==> src/rtl/irq_aggr_pkg.sv <==
package irq_aggr_pkg;
  typedef enum logic [1:0] {
    SP_STAT  = 2'd0,
    SP_BMASK = 2'd1,
    SP_VMASK = 2'd2,
    SP_CTRL  = 2'd3
  } space_e;

  localparam int CTL_EN  = 0;
  localparam int CTL_LIVE = 1;
  localparam int CTL_RST = 2;
endpackage

==> src/rtl/irq_stat_bank.sv <==
module irq_stat_bank #(
  parameter int NREG = 4,
  parameter int DW   = 16
) (
  input  logic               clk_i,
  input  logic               rst_ni,
  input  logic               hold_ni,
  input  logic               live_i,
  input  logic               chan_rst_i,
  input  logic [NREG*DW-1:0] evt_i,
  input  logic [NREG-1:0]    rd_clr_i,
  input  logic [NREG-1:0]    mask_we_i,
  input  logic [DW-1:0]      wdata_i,
  output logic [NREG*DW-1:0] stat_o,
  output logic [NREG*DW-1:0] mask_o,
  output logic [NREG-1:0]    nz_o
);
  for (genvar r = 0; r < NREG; r++) begin : g_reg
    logic [DW-1:0] st_q, mk_q;

    // event set dominates read clear
    always_ff @(posedge clk_i or negedge rst_ni) begin
      if (!rst_ni)                st_q <= '0;
      else if (!hold_ni || !live_i) st_q <= '0;
      else st_q <= (rd_clr_i[r] ? '0 : st_q) | (evt_i[r*DW +: DW] & ~mk_q);
    end

    always_ff @(posedge clk_i or negedge rst_ni) begin
      if (!rst_ni)           mk_q <= '0;
      else if (chan_rst_i)   mk_q <= '0;
      else if (mask_we_i[r]) mk_q <= wdata_i;
    end

    assign stat_o[r*DW +: DW] = st_q;
    assign mask_o[r*DW +: DW] = mk_q;
    assign nz_o[r]            = |st_q;
  end
endmodule

==> src/rtl/irq_chan_ctrl.sv <==
module irq_chan_ctrl #(
  parameter int NREG = 4
) (
  input  logic            clk_i,
  input  logic            rst_ni,
  input  logic            ctl_we_i,
  input  logic            vm_we_i,
  input  logic [2:0]      ctl_wdata_i,
  input  logic [NREG-1:0] vm_wdata_i,
  output logic            en_o,
  output logic            live_o,
  output logic [NREG-1:0] vmask_o,
  output logic            chan_rst_o
);
  import irq_aggr_pkg::*;

  assign chan_rst_o = ctl_we_i && ctl_wdata_i[CTL_RST];

  always_ff @(posedge clk_i or negedge rst_ni) begin
    if (!rst_ni) begin
      en_o    <= 1'b0;
      live_o  <= 1'b0;
      vmask_o <= '0;
    end else if (chan_rst_o) begin
      en_o    <= 1'b0;
      live_o  <= 1'b0;
      vmask_o <= '0;
    end else begin
      if (ctl_we_i) begin
        en_o   <= ctl_wdata_i[CTL_EN];
        live_o <= ctl_wdata_i[CTL_LIVE];
      end
      if (vm_we_i) vmask_o <= vm_wdata_i;
    end
  end
endmodule

==> src/rtl/irq_aggr.sv <==
module irq_aggr #(
  parameter  int NUM_CH = 8,
  parameter  int NREG   = 4,
  parameter  int DW     = 16,
  localparam int CH_W   = (NUM_CH > 1) ? $clog2(NUM_CH) : 1,
  localparam int RG_W   = (NREG > 1) ? $clog2(NREG) : 1,
  localparam int AW     = CH_W + 2 + RG_W
) (
  input  logic                      clk_i,
  input  logic                      rst_ni,
  input  logic                      hold_ni,
  input  logic [NUM_CH*NREG*DW-1:0] evt_i,
  input  logic                      rd_en_i,
  input  logic                      wr_en_i,
  input  logic [AW-1:0]             addr_i,
  input  logic [DW-1:0]             wdata_i,
  output logic [DW-1:0]             rdata_o,
  output logic                      rvalid_o,
  output logic                      irq_o,
  output logic                      irq_oe_o
);
  import irq_aggr_pkg::*;

  localparam int NTOT = NUM_CH * NREG;

  logic [CH_W-1:0]    a_ch;
  space_e             a_sp;
  logic [RG_W-1:0]    a_rg;
  logic [NTOT*DW-1:0] stat_all, mask_all;
  logic [NTOT-1:0]    nz_all, vm_all, vec;
  logic [NUM_CH-1:0]  en_all, live_all;
  logic [DW-1:0]      rd_mux;
  logic               oe_q;

  assign a_ch = addr_i[AW-1 -: CH_W];
  assign a_sp = space_e'(addr_i[RG_W +: 2]);
  assign a_rg = addr_i[RG_W-1:0];

  for (genvar c = 0; c < NUM_CH; c++) begin : g_ch
    logic            ch_sel, chan_rst;
    logic [NREG-1:0] rd_clr, mask_we;

    assign ch_sel = (a_ch == CH_W'(c));
    for (genvar r = 0; r < NREG; r++) begin : g_dec
      assign rd_clr[r]  = rd_en_i && ch_sel && a_sp == SP_STAT  && a_rg == RG_W'(r);
      assign mask_we[r] = wr_en_i && ch_sel && a_sp == SP_BMASK && a_rg == RG_W'(r);
    end

    irq_chan_ctrl #(.NREG(NREG)) u_ctrl (
      .clk_i      (clk_i),
      .rst_ni     (rst_ni),
      .ctl_we_i   (wr_en_i && ch_sel && a_sp == SP_CTRL),
      .vm_we_i    (wr_en_i && ch_sel && a_sp == SP_VMASK),
      .ctl_wdata_i(wdata_i[2:0]),
      .vm_wdata_i (wdata_i[NREG-1:0]),
      .en_o       (en_all[c]),
      .live_o     (live_all[c]),
      .vmask_o    (vm_all[c*NREG +: NREG]),
      .chan_rst_o (chan_rst)
    );

    irq_stat_bank #(.NREG(NREG), .DW(DW)) u_bank (
      .clk_i     (clk_i),
      .rst_ni    (rst_ni),
      .hold_ni   (hold_ni),
      .live_i    (live_all[c]),
      .chan_rst_i(chan_rst),
      .evt_i     (evt_i[c*NREG*DW +: NREG*DW]),
      .rd_clr_i  (rd_clr),
      .mask_we_i (mask_we),
      .wdata_i   (wdata_i),
      .stat_o    (stat_all[c*NREG*DW +: NREG*DW]),
      .mask_o    (mask_all[c*NREG*DW +: NREG*DW]),
      .nz_o      (nz_all[c*NREG +: NREG])
    );

    assign vec[c*NREG +: NREG] = nz_all[c*NREG +: NREG] & ~vm_all[c*NREG +: NREG]
                                 & {NREG{en_all[c]}};
  end

  always_comb begin
    rd_mux = '0;
    for (int c = 0; c < NUM_CH; c++) begin
      if (a_ch == CH_W'(c)) begin
        case (a_sp)
          SP_VMASK: rd_mux = DW'(vm_all[c*NREG +: NREG]);
          SP_CTRL:  rd_mux = DW'({live_all[c], en_all[c]});
          default: begin
            for (int r = 0; r < NREG; r++) begin
              if (a_rg == RG_W'(r))
                rd_mux = (a_sp == SP_STAT) ? stat_all[(c*NREG+r)*DW +: DW]
                                           : mask_all[(c*NREG+r)*DW +: DW];
            end
          end
        endcase
      end
    end
  end

  always_ff @(posedge clk_i or negedge rst_ni) begin
    if (!rst_ni) begin
      oe_q     <= 1'b0;
      rvalid_o <= 1'b0;
      rdata_o  <= '0;
    end else begin
      oe_q     <= hold_ni && (|vec);
      rvalid_o <= rd_en_i;
      if (rd_en_i) rdata_o <= rd_mux;
    end
  end

  assign irq_o    = 1'b0;
  assign irq_oe_o = oe_q;
endmodule

==> config.mk <==
export PLATFORM = sky130hd
export DESIGN_NAME = irq_aggr
export DESIGN_NICKNAME = d
export VERILOG_FILES = /design/src/rtl/irq_aggr_pkg.sv /design/src/rtl/irq_stat_bank.sv /design/src/rtl/irq_chan_ctrl.sv /design/src/rtl/irq_aggr.sv
export SDC_FILE = /design/constraint.sdc
export NUM_CORES = 2
export LEC_CHECK = 0
export ABC_AREA = 1
export BUFFER_PORTS_ARGS = -buffer_cell sky130_fd_sc_hd__buf_4
export CORE_UTILIZATION = 40
export CTS_CLUSTER_DIAMETER = 200
export CTS_CLUSTER_SIZE = 8
export DETAILED_ROUTE_END_ITERATION = 10
export MAX_ROUTING_LAYER = met4
export SYNTH_ARGS = -nofsm -noshare
export SYNTH_HDL_FRONTEND = slang
export SYNTH_SLANG_ARGS = --single-unit
==> constraint.sdc <==
create_clock -name clk_i -period 2.05 [get_ports clk_i]
set_input_delay 0.41 -clock clk_i [delete_from_list [all_inputs] [get_ports clk_i]]
set_output_delay 0.41 -clock clk_i [all_outputs]
set_load 0.01 [all_outputs]
== After elaboration in Yosys (flattened, before gate mapping) ==
Index checks and enable logic that the tools add are counted.
Operators by class
  equal/unequal tests: 13
  multiplexer cells: 256
  bitwise operators: 120
  reductions and logical operators: 222
Operator list (count)
  16-bit 2-to-1 mux: 200
  16-bit AND: 32
  16-bit inverter: 32
  16-bit bitwise OR: 32
  16-bit OR reduction: 32
  16-bit case mux with 2 select lines: 8
  1-bit logical AND: 121
  2-bit nonzero test: 48
  4-bit AND: 16
  4-bit 2-to-1 mux: 16
  1-bit 2-to-1 mux: 32
  4-bit inverter: 8
  32-bit OR reduction: 1
  3-bit == test (second input constant): 4
  1-bit zero test: 9
  2-bit == test (second input constant): 4
  1-bit logical OR: 8
  3-bit by 2-bit == test with 1-bit output (second input constant): 2
  2-bit by 1-bit == test with 1-bit output (second input constant): 2
  2-bit zero test: 2
  3-bit by 1-bit == test with 1-bit output (second input constant): 1
  3-bit zero test: 1
Storage, ports and cells
  bits in registers: 1090
  input port bits: 540
  output and inout port bits: 19
  logic and storage cells: 702

== Depth between registers and ports, before layout ==
  depth after elaboration: 50
  mapped depth: 17
  mapped depth without buffers: 15

== By module ==
From an unflattened synthesis, not the netlist that was laid out.
Second synthesis, totals
  cells, all modules: 7567
  area, all modules: 55771.0 um^2
Modules (own cells, without submodules)
  irq_stat_bank: times used 8, cells each 621, area an instance 5235.0 um^2, seq. area each 3203.1 um^2
  irq_aggr: times used 1, cells each 2375, area an instance 11848.9 um^2, seq. area each 450.4 um^2
  irq_chan_ctrl: times used 8, cells each 28, area an instance 255.2 um^2, seq. area each 150.1 um^2

== Worst setup path after synthesis ==
No wires, ideal clock.
  path type: input to register
  from: input port addr_i[4]
  to: register g_ch[7].u_bank.g_reg[0].mk_q[10]
  setup time: 0.130 ns
  arrival time: 1.967 ns
  data required time: 1.920 ns
  path slack: -0.047 ns
  stages on the path: 12
  path buffers: 3
  cells stage by stage: buf_2 inv_1 nor3_2 inv_2 nor2_1 inv_1 nor2_2 nand2_1 buf_2 nand2_2 clkbuf_1 o21ai_0
On the way
  word-level cells in the longest chain between the ends: 5
  elaborated cells on any way between the ends: 8
  classes of those cells: eq/ne: 1; mux: 1; reduce/logical: 6
Ends and longest elaborated chain
  from (decl): RTL line irq_aggr.sv:15  | input logic [AW-1:0] addr_i,
  3-bit == test *: RTL line irq_aggr.sv:43  | assign ch_sel = (a_ch == CH_W'(c));
  1-bit logical AND *: RTL line irq_aggr.sv:46, irq_aggr.sv:52
  1-bit logical AND (on tied branches): RTL line irq_aggr.sv:52, irq_aggr.sv:46
  1-bit logical AND (on tied branches): RTL line irq_chan_ctrl.sv:17, irq_aggr.sv:46
  16-bit 2-to-1 mux / 2-bit nonzero test (equally long branches)
  to (signal assigned): RTL line irq_stat_bank.sv:31  | else if (mask_we_i[r]) mk_q <= wdata_i;
  to (decl): RTL line irq_stat_bank.sv:19  | logic [DW-1:0] st_q, mk_q;
Every way passes the cells marked *; elsewhere a longest branch is shown, timed or not.
A chain may end at the register's enable or synchronous reset.

== Worst setup path after layout ==
  from: input port addr_i[2]
  to: register rdata_o[12]
On the way
  word-level cells in the longest chain between the ends: 50
  elaborated cells on any way between the ends: 83
  classes of those cells: eq/ne: 2; mux: 80; reduce/logical: 1
Ends and longest elaborated chain
  2-bit zero test: RTL line irq_aggr.sv:91  | rd_mux = (a_sp == SP_STAT) ? stat_all[(c*NREG+r)*DW +: DW]
  16-bit 2-to-1 mux: RTL line irq_aggr.sv:91
  16-bit 2-to-1 mux (4 in series): RTL line irq_aggr.sv:90  | if (a_rg == RG_W'(r))
  16-bit case mux with 2 select lines: RTL line irq_aggr.sv:85  | case (a_sp)
  16-bit 2-to-1 mux: RTL line irq_aggr.sv:84  | if (a_ch == CH_W'(c)) begin
  16-bit 2-to-1 mux (4 in series): RTL line irq_aggr.sv:90
  16-bit case mux with 2 select lines: RTL line irq_aggr.sv:85
  16-bit 2-to-1 mux: RTL line irq_aggr.sv:84
  [22 not listed]
  16-bit case mux with 2 select lines: RTL line irq_aggr.sv:85
  16-bit 2-to-1 mux: RTL line irq_aggr.sv:84
  16-bit 2-to-1 mux (4 in series): RTL line irq_aggr.sv:90
  16-bit case mux with 2 select lines: RTL line irq_aggr.sv:85
  16-bit 2-to-1 mux: RTL line irq_aggr.sv:84
  16-bit 2-to-1 mux (4 in series): RTL line irq_aggr.sv:90
  16-bit case mux with 2 select lines: RTL line irq_aggr.sv:85
  16-bit 2-to-1 mux *: RTL line irq_aggr.sv:84
  to (signal assigned): RTL line irq_aggr.sv:108  | if (rd_en_i) rdata_o <= rd_mux;
  to (decl): RTL line irq_aggr.sv:17  | output logic [DW-1:0] rdata_o,
Marks and branches as above.

==> qor.csv <==
metric;value;unit
Crit. Startpoint;addr_i[2];
CTS tree;done;
Fin. Hold Viols;0;
DRC viols;0;
CTS Buf Count;154;
clk sink count;1090;
simple-gate share of the synthesized area;20.2;%
WP data required;2.78;ns
worst vdd ir;0.000720;V
Reg clk slew, reported paths;0.05;ns
vias in the first global route;54500;
Slew Limit Fails;0;
startpoint types;input pin;
Syn-to-layout area delta;40.4;%
Setup WS post-layout;-0.0344;ns
P_leak;35.7;nW
EDFF count, synth;0;
Detailed Routing Iterations Pass 1;7;
worst setup path category;in -> reg;
Clock Tree Root;clkbuf_16;
die width;367;um
average routed wire per standard cell;24.9;um
WP buf/inv;8;
pin count of the biggest net entering global routing;112;
final cell count without fillers;10200;
final wirelength;255000;um
Area after DPL;0.0647;mm2
Tmin final;2.08;ns
Clock Skew;0.0310;ns
library cells used by synthesis;45;
R2R Path Start;g_ch[1].u_bank.g_reg[1].st_q[13]$_DFF_PN0_;
Ys Warns;0;
adder-cell share of the synthesized area;0;%
clock latency at the later pin of the worst-skew pair;0.79;ns
fill cell count;11900;
mux contribution to synthesized area;0;%
Placed Instances;9523;
final core utilization;56.7;%
IO buf count;557;
Cell Chain, Critical Path;buf_4 -> buf_12 -> nor2_4 -> buf_12 -> buf_12 -> buf_6 -> a21oi_1 -> o21ai_1 -> nand3_2 -> buf_4 -> nand4_1 -> buf_4 -> nor2_4 -> nand3_1 -> o21ai_0 -> inv_1;
fin crit share;102;%
worst reg-to-reg setup slack;-0.02;ns
FMAX;480;MHz
Vias;57300;
post-DP HPWL;186000;um
dpl ws;-1.37;ns
Seq/Total Area, Yosys;51.3;%
violated checks;negative setup slack;
P per Cell Area;864;mW/mm2
Max FO, Critical Path;28;
CP delay by family, top;buffers and inverters;
nets;8990;
fraction of registers with async set/reset;100;%
top_reg_cell synth;dfrtp_1;
HP Start;hold_ni;
die area;0.134;mm2
largest family of logic cells by synthesized area;compound AO/OA/AOI/OAI gates;
post-synth design cell area;0.0532;mm2
RSZ-0062 raised after global routing;yes;
DR iter-0 viols;7060;
antenna-violating nets left;0;
Post-Synth XOR/XNOR Area;0;%
Placer Congestion;1.03;
crit path DAT;2.81;ns
max-cap check violation count;0;
HP Class;in -> reg;
Die Y;367;um
row cnt;133;
relative slew slack;52.2;%
Final Cell Area;0.0747;mm2
H-tree depth;4;
Syn Nets;7465;
crit end category;register;
Crit-path slowest cell;buf_6;
CORE AREA;0.132;mm2
layout cell share with drive strength beyond 1;18.4;%
Synth Area in Compound Gates;20.4;%
CP peak stage delay;0.21;ns
CTS Buffer Depth;3;
Yosys reg bits;1090;
Tightest Pin Transition;0.713;ns
GR Overflow Total;0;
IO Pins;559;
Cells after Synth;6925;
first-pass GRT wire length;370000;um
Avg Synthesized Cell Area;7.68;um2
Starting Density;40.4;%
# setup viols final;6;
Vias/cell;5.60;
initial antenna violation count;10;
status;finished, violations left;
GRT Util Overall;38.4;%
-- registers in the layout, summed over array words and instances (netlist names) --
name / flops
g_ch.u_bank.g.st_q: 512
g_ch.u_ctrl.en_o: 8
g_ch.u_bank.g.mk_q: 512
irq_oe_o: 1
rvalid_o: 1
rdata_o: 16
g_ch.u_ctrl.live_o: 8
g_ch.u_ctrl.vmask_o: 32
-- Yosys cell counts, types with 56 or more instances --
library cell	count	share of area, %
inv_1	692	4.9
nand3_1	99	0.93
a21oi_1	929	8.7
o21ai_1	56	0.53
nor4_1	111	1.3
dfrtp_1	1090	51
buf_2	123	1.2
o21ai_0	955	9.0
nand2_1	2093	15
clkbuf_1	222	1.6
nor2_1	210	1.5
nand4_1	72	0.85
-- stage by stage --
| step | hold slack (ns) | setup TNS [ns] | total power, mW |
|---|---|---|---|
| 6_report | 0.174 | -0.117 | 64.5 |
| 5_1_grt | 0.171 | -0.352 | 67.2 |
| 4_1_cts | 0.137 | 0 | 64.2 |
| 3_5_place_dp | 0.405 | -418.86 | 40.1 |
| 3_3_place_gp | 0.411 | -397.07 | 39.9 |
| 2_1_floorplan | 0.114 | -5.09 | 33.1 |
-- placed cells by master, fill, tap and decap left out, types with 7 or more instances in the layout --
| cell | n |
|---|---|
| a221oi_1 | 17 |
| nor3_1 | 24 |
| a211oi_1 | 29 |
| a21oi_2 | 13 |
| o21ai_0 | 923 |
| dlygate4sd3_1 | 516 |
| nand2_4 | 10 |
| inv_2 | 16 |
| nor4_1 | 93 |
| diode_2 | 10 |
| nor4_4 | 7 |
| a41oi_1 | 8 |
| nor2_1 | 193 |
| nand2_2 | 16 |
| o22ai_1 | 28 |
| buf_12 | 130 |
| o21ai_2 | 8 |
| nand3_1 | 88 |
| clkbuf_16 | 164 |
| inv_1 | 685 |
| nand3_2 | 10 |
| buf_4 | 1093 |
| nor2_4 | 14 |
| a21oi_1 | 916 |
| o21ai_1 | 81 |
| nor2_2 | 9 |
| o211ai_1 | 36 |
| nor4_2 | 11 |
| dfrtp_1 | 1089 |
| buf_6 | 7 |
| nand4_1 | 72 |
| nand2_1 | 2077 |
-- tightest hold or removal path, cell delays in order --
cell,delay (ns)
buf_4,0.18
nand2_2,0.26
a21oi_1,0.07
-- area by class of cell --
class / instances / area (um2) / area share (%)
Timing Repair Buffer: 1755 / 16300 / 21.8
Inverter: 712 / 2690 / 3.60
Clock inverter: 8 / 85.1 / 0.114
Multi-Input combinational cell: 4737 / 22100 / 29.6
Antenna cell: 10 / 25.0 / 0.0335
Tap cell: 1755 / 2200 / 2.94
Sequential cell: 1090 / 27300 / 36.5
Clock buffer: 161 / 4030 / 5.39
-- per-layer routing --
layer  part of all wire, %  GRT usage [%]
met3                   9.1           5.83
met1                    41           51.7
met4                   6.3           20.5
met2                    43           55.6
met5                     0              -
-- cell families (layout without fill, tap and decap cells) --
kind of cell | after synthesis | after routing
other | 1 | 11
AND/OR/NAND/NOR | 2648 | 2648
buffers and inverters | 1098 | 2636
flip-flops | 1090 | 1090
AO/OA/AOI/OAI | 2088 | 2088
-- where the power goes --
part | internal (mW) | switching, mW
clock network | 13.7 | 9.58
logic | 5.63 | 8.94
registers | 24.8 | 1.85
-- final timing paths --
kind | depth (start not counted) | endpoint
max in group asynchronous | 3 | g_ch[6].u_bank.g_reg[2].mk_q[9]$_DFFE_PN0P_
worst max-delay path | 16 | rdata_o[12]$_DFFE_PN0P_
worst min register to register | 2 | g_ch[4].u_bank.g_reg[2].mk_q[5]$_DFFE_PN0P_
min in group asynchronous | 2 | g_ch[5].u_bank.g_reg[2].st_q[1]$_DFF_PN0_
worst max register to register | 9 | rdata_o[13]$_DFFE_PN0P_
worst min-delay path | 3 | g_ch[7].u_bank.g_reg[3].st_q[6]$_DFF_PN0_
-- timing repair --
action | 4_1_cts | 5_1_grt
hold buffers | 516 | 0
cloned | 0 | 3
setup buffers | 0 | 8
setup endpoints to repair | 14 | 16
endpoints found under the hold margin | 612 | 0
pin swaps | 11 | 27
gates resized for setup | 48 | 95
No activity file was read; power rests on OpenSTA's default activity.
